`src/rtl/rstctl_pkg.sv`:
```
// Package: shared constants for the key-guarded reset request register.
// Field positions are fixed by the software view of the word; the key
// values are the unlock pattern on writes and the status pattern on reads.
package rstctl_pkg;
    localparam int          DATA_W     = 32;
    localparam int          KEY_LSB    = 16;
    localparam int          KEY_W      = 16;
    localparam logic [15:0] WR_KEY     = 16'h05FA;
    localparam logic [15:0] RD_STATUS  = 16'hFA05;
    localparam int          GRP_LSB    = 8;
    localparam int          GRP_W      = 3;
    localparam int          ENDIAN_BIT = 15;
    localparam int          NUM_REQ    = 3;
    localparam int          VEC_BIT    = 0;
    localparam int          CLR_BIT    = 1;
    localparam int          SYS_BIT    = 2;
endpackage

```
`src/rtl/rstctl_decode.sv`:
```
// Module: rstctl_decode
// Decodes one access. It matches the word address against BASE_ADDR,
// classifies the access as a read or a write and, for writes, checks the
// key half of the data. Purely combinational; assumes the strobe and the
// address are stable around the clock edge.
module rstctl_decode
    import rstctl_pkg::*;
#(
    parameter int              ADDR_W    = 8,
    parameter logic [ADDR_W-1:0] BASE_ADDR = 8'h40
) (
    input  logic              acc_sel,
    input  logic              acc_we,
    input  logic [ADDR_W-1:0] acc_addr,
    input  logic [KEY_W-1:0]  key_field,
    output logic              wr_ok,
    output logic              rd_hit
);
    logic addr_hit;

    // Address match and key check for the current access.
    always_comb begin
        addr_hit = acc_sel && (acc_addr == BASE_ADDR);
        wr_ok    = addr_hit && acc_we && (key_field == WR_KEY);
        rd_hit   = addr_hit && !acc_we;
    end
endmodule

```
`src/rtl/rstctl_group_reg.sv`:
```
// Module: rstctl_group_reg
// Holds the priority-grouping field. It loads only on a keyed write and
// clears on synchronous reset. Assumes `load` is already qualified.
module rstctl_group_reg
    import rstctl_pkg::*;
(
    input  logic             clk,
    input  logic             rst_n,
    input  logic             load,
    input  logic [GRP_W-1:0] grp_in,
    output logic [GRP_W-1:0] grp_q
);
    // Field storage with synchronous clear.
    always_ff @(posedge clk) begin
        if (!rst_n)    grp_q <= '0;
        else if (load) grp_q <= grp_in;
    end
endmodule

```
`src/rtl/rstctl_req_pulse.sv`:
```
// Module: rstctl_req_pulse
// One flop per request bit. Each output is high for the single cycle
// after a keyed write that sets its bit, so the requests clear themselves.
// Assumes the `fire` input is already qualified by the key check.
module rstctl_req_pulse
    import rstctl_pkg::*;
(
    input  logic               clk,
    input  logic               rst_n,
    input  logic               fire,
    input  logic [NUM_REQ-1:0] req_bits,
    output logic [NUM_REQ-1:0] req_pulse
);
    for (genvar i = 0; i < NUM_REQ; i++) begin : g_req
        // Registers one request bit; it drops again on the next edge.
        always_ff @(posedge clk) begin
            if (!rst_n) req_pulse[i] <= 1'b0;
            else        req_pulse[i] <= fire && req_bits[i];
        end
    end
endmodule

```
`src/rtl/rstctl_rd_mux.sv`:
```
// Module: rstctl_rd_mux
// Builds the read word: the status pattern, the byte-order bit and the
// grouping field; every other bit is zero. Output is zero when the
// access is not a read hit, so it can be ORed onto a shared read bus.
module rstctl_rd_mux
    import rstctl_pkg::*;
(
    input  logic              rd_hit,
    input  logic [GRP_W-1:0]  grp_q,
    input  logic              big_endian,
    output logic [DATA_W-1:0] rd_data
);
    // Assemble the read word from its fields.
    always_comb begin
        rd_data = '0;
        if (rd_hit) begin
            rd_data[KEY_LSB +: KEY_W] = RD_STATUS;
            rd_data[ENDIAN_BIT]       = big_endian;
            rd_data[GRP_LSB +: GRP_W] = grp_q;
        end
    end
endmodule

```
`src/rtl/rstctl_keyreg.sv`:
```
// Module: rstctl_keyreg (top)
// Key-guarded reset request register. Address decode and key check feed
// the grouping-field register and the request pulse flops; reads use a
// combinational mux. Assumes a single-cycle access strobe, a synchronous
// active-low reset and a static byte-order tie-off.
module rstctl_keyreg
    import rstctl_pkg::*;
#(
    parameter int                ADDR_W    = 8,
    parameter logic [ADDR_W-1:0] BASE_ADDR = 8'h40
) (
    input  logic              clk,
    input  logic              rst_n,
    input  logic              acc_sel,
    input  logic              acc_we,
    input  logic [ADDR_W-1:0] acc_addr,
    input  logic [31:0]       wr_data,
    output logic [31:0]       rd_data,
    input  logic              cfg_big_endian,
    output logic              sys_rst_req,
    output logic              vec_rst_req,
    output logic              clr_act_req
);
    logic               wr_ok;
    logic               rd_hit;
    logic [GRP_W-1:0]   grp_q;
    logic [NUM_REQ-1:0] req_pulse;

    rstctl_decode #(.ADDR_W(ADDR_W), .BASE_ADDR(BASE_ADDR)) u_decode (
        .acc_sel   (acc_sel),
        .acc_we    (acc_we),
        .acc_addr  (acc_addr),
        .key_field (wr_data[KEY_LSB +: KEY_W]),
        .wr_ok     (wr_ok),
        .rd_hit    (rd_hit)
    );

    rstctl_group_reg u_group (
        .clk    (clk),
        .rst_n  (rst_n),
        .load   (wr_ok),
        .grp_in (wr_data[GRP_LSB +: GRP_W]),
        .grp_q  (grp_q)
    );

    rstctl_req_pulse u_req (
        .clk       (clk),
        .rst_n     (rst_n),
        .fire      (wr_ok),
        .req_bits  (wr_data[NUM_REQ-1:0]),
        .req_pulse (req_pulse)
    );

    rstctl_rd_mux u_rd (
        .rd_hit     (rd_hit),
        .grp_q      (grp_q),
        .big_endian (cfg_big_endian),
        .rd_data    (rd_data)
    );

    // Map the request vector onto the named outputs.
    always_comb begin
        sys_rst_req = req_pulse[SYS_BIT];
        vec_rst_req = req_pulse[VEC_BIT];
        clr_act_req = req_pulse[CLR_BIT];
    end
endmodule

```
`config.mk`:
```
export PLATFORM = sky130hd
export DESIGN_NAME = rstctl_keyreg
export DESIGN_NICKNAME = d
export VERILOG_FILES = /design/src/rtl/rstctl_pkg.sv /design/src/rtl/rstctl_decode.sv /design/src/rtl/rstctl_group_reg.sv /design/src/rtl/rstctl_req_pulse.sv /design/src/rtl/rstctl_rd_mux.sv /design/src/rtl/rstctl_keyreg.sv
export SDC_FILE = /design/constraint.sdc
export NUM_CORES = 1
export LEC_CHECK = 0
export ABC_AREA = 1
export BUFFER_PORTS_ARGS = -buffer_cell sky130_fd_sc_hd__buf_2
export CAP_MARGIN = 20
export CORE_ASPECT_RATIO = 1.25
export CORE_MARGIN = 5
export CORE_UTILIZATION = 30
export DETAILED_ROUTE_END_ITERATION = 12
export GPL_TIMING_DRIVEN = 0
export MAX_ROUTING_LAYER = met4
export PLACE_DENSITY = 0.78
export SLEW_MARGIN = 20
export SYNTH_ARGS = -nofsm -noshare
export SYNTH_HDL_FRONTEND = slang
export SYNTH_SLANG_ARGS = --single-unit
```
`constraint.sdc`:
```
create_clock -name clk -period 1.3 [get_ports clk]
set_input_delay 0.13 -clock clk [delete_from_list [all_inputs] [get_ports clk]]
set_output_delay 0.13 -clock clk [all_outputs]
set_load 0.05 [all_outputs]
```
==> results.json <==
{
  "diodes": 0,
  "regArea_um2": 120.1,
  "synth_cells": 92,
  "syn2layout_area_growth_pct": 105.3,
  "yosysWarnings": 0,
  "track_usage_pct": 11.93,
  "power_density_mw_per_mm2": 524.8,
  "synth_area_per_cell_um2": 6.188,
  "clk_pin_slew_ps": 50,
  "path_max_fanout": 8,
  "synth_cell_types": 12,
  "chipHeight_um": 58.71,
  "dp_worst_setup_slack_ps": -239.6,
  "dieArea_mm2": 0.002874,
  "grt_pass1_vias": 707,
  "violations": "setup timing",
  "place.gp.congestion": 0.6860,
  "grt-ovfl-total": 0,
  "place_inst": 179,
  "finalHoldViolations": 0,
  "cpPeakStageDelay_ps": 260,
  "io_pins": 80,
  "die_w_um": 48.97,
  "rows": 17,
  "top_layer": "met4",
  "start_util_pct": 31.86,
  "yosysSeqAreaShare_pct": 21.10,
  "rsz0062_at_grt": "true",
  "fin_crit_ps": 1393,
  "avgRoutedWirePerCell_um": 9.667,
  "holdWs_ps": 109.4,
  "skew_ps": 0,
  "routed-wl-met2_um": 1047,
  "cts_root_buf": "clkbuf_4",
  "wl_met1_um": 580,
  "clock_latency_ps": 230,
  "synth_area_leaders": "buf_4 (37%), dfxtp_1 (21%), nor2_1 (14%)",
  "critPathTopFamily": "simple AND/OR/NAND/NOR gates",
  "maxSlewViolCount": 0,
  "peakVddDrop_v": 0.0003216,
  "setup_viol": 8,
  "required_ps": 1170,
  "synthArstFlopShare_pct": 0,
  "synth_area_um2": 569.3,
  "crit_arrival_ps": 1260,
  "crit_type": "input port to primary output",
  "drive_gt1_share_pct": 56.47,
  "ant_nets": 0,
  "antenna_found_initial": 0,
  "start_kind": "input port",
  "drtPass1Iterations": 4,
  "synth_seq_cells": 6,
  "tritoncts": "done",
  "clockBufferDepth": 2,
  "fin_crit_sh_pct": 107.1,
  "h-tree-depth": 1,
  "netlist.area_leader.share_pct": 36.92,
  "crit_slowest_cell": "or2_4",
  "setup.worst_path.end_class": "primary output",
  "ys.flop_type": "dfxtp_1",
  "via_per_inst": 3.857,
  "route.detailed.drc": 0,
  "hold_buffers": 0,
  "drtIter0Drc": 5,
  "cts_sinks": 6,
  "cp_cell_sequence": "buf_6, nand3b_1, nor2_2, inv_1, or2_4, clkinvlp_4, buf_4, buf_8",
  "grt_max_degree": 10,
  "final_cells": 189,
  "post-synth-top-count-cell": "buf_4",
  "wl_um": 1827,
  "cts_buffers": 3,
  "io_buffers": 49,
  "path_buf_inv": 5,
  "outcome": "finished with violations",
  "nets": 217,
  "max-cap-violations": 0,
  "core_mm2": 0.001787,
  "yosys.area.top_type": "buf_4",
  "num_vias": 729,
  "layout_setup_ws_ps": -92.60,
  "multi_input_area_um2": 275.3,
  "cellLeakagePower_nw": 0.6985,
  "fillCellCount": 154,
  "hpwlAfterDp_um": 1370,
  "synth_edf_count": 0,
  "final_util_pct": 65.41,
  "grt_pass1_wl_um": 2649,
  "wl_met3_um": 161,
  "hp-class": "input port to flip-flop",
  "synth_common_cells": "buf_4 (28), nor2_1 (21), nand2_1 (16)",
  "fmax_mhz": 718.1
}
## layout by cell type, fill, tap and decap left out
| cell type | Yosys | layout |
|---|---|---|
| buf_2 | 0 | 32 |
| buf_4 | 28 | 28 |
| buf_6 | 0 | 16 |
| buf_8 | 0 | 8 |
| clkbuf_4 | 0 | 3 |
| clkinvlp_4 | 0 | 1 |
| conb_1 | 1 | 20 |
| dfxtp_1 | 6 | 6 |
| inv_1 | 14 | 12 |
| inv_2 | 0 | 1 |
| nand2_1 | 16 | 15 |
| nand2_2 | 0 | 1 |
| nand3_1 | 1 | 1 |
| nand3_4 | 0 | 1 |
| nand3b_1 | 1 | 1 |
| nand4_1 | 1 | 1 |
| nor2_1 | 21 | 18 |
| nor2_2 | 1 | 4 |
| or2_4 | 1 | 1 |
## routing by layer
layer / vias to the layer above / global-route usage (%)
met5: - / -
met4: 0 / 5.385
met3: 4 / 2.785
met2: 51 / 24.63
met1: 298 / 9.648
li1: 376 / -
## registers in the layout, indices dropped and copies added (netlist names)
register	cells
u_req.req_pulse	3
u_group.grp_q	3
## kinds of logic after synthesis
kind of cell / count (synthesis) / share of synthesized area [%]
buffers and inverters: 42 / 46.15
other: 1 / 0.6587
AND/OR/NAND/NOR: 43 / 32.09
flip-flops: 6 / 21.10
## worst paths after layout
path | from | end | slack (ps) | cells after the start
hold reg to reg | u_group.grp_q[0] | u_group.grp_q[0] | 520 | 4
setup reg to reg | u_group.grp_q[2] | u_group.grp_q[2] | 700 | 4
hold / removal | wr_data[1] | u_req.req_pulse[1] | 110 | 3
setup / recovery | acc_addr[5] | rd_data[30] | -90 | 8
## power by group
part | switching, W | internal, W | total [W]
Combinational | 0.000166 | 0.0000965 | 0.000263
Clock | 0.0000619 | 0.000104 | 0.000166
Sequential | 0.00000000000113 | 0.000185 | 0.000185
## worst register-to-register path: cells and delay by family (launching register included)
kind / cells / cell delay [ps]
DFF: 1 / 290
buffers and inverters: 1 / 60
and+or+nand+nor: 3 / 150
## per-stage QoR
step / TNS [ps] / power, W / instance area [um2]
floorplan: -701.1 / 0.0003781 / 640.6
global placement: -1568 / 0.0004285 / 909.6
detailed placement: -1952 / 0.0004314 / 909.6
CTS: -420.4 / 0.0006136 / 1112
global route: -1513 / 0.0006474 / 1169
finish: -684.3 / 0.0006133 / 1169
## what timing repair did
item                                    in CTS  in global routing
endpoints found under the setup margin      12                 15
setup buffers                                6                  2
pin swaps                                    3                  3
gates resized for setup                     37                 15
## layout make-up
cell class                 count  area share, %
tap                           19          2.034
sequential                     6          10.28
timing repair buffer          56          38.76
inverter                      14          4.818
buffer                        28          18.63
multi-input combinational     63          23.55
clock buffer                   3          1.927
Power figures use the tool's default switching activity.
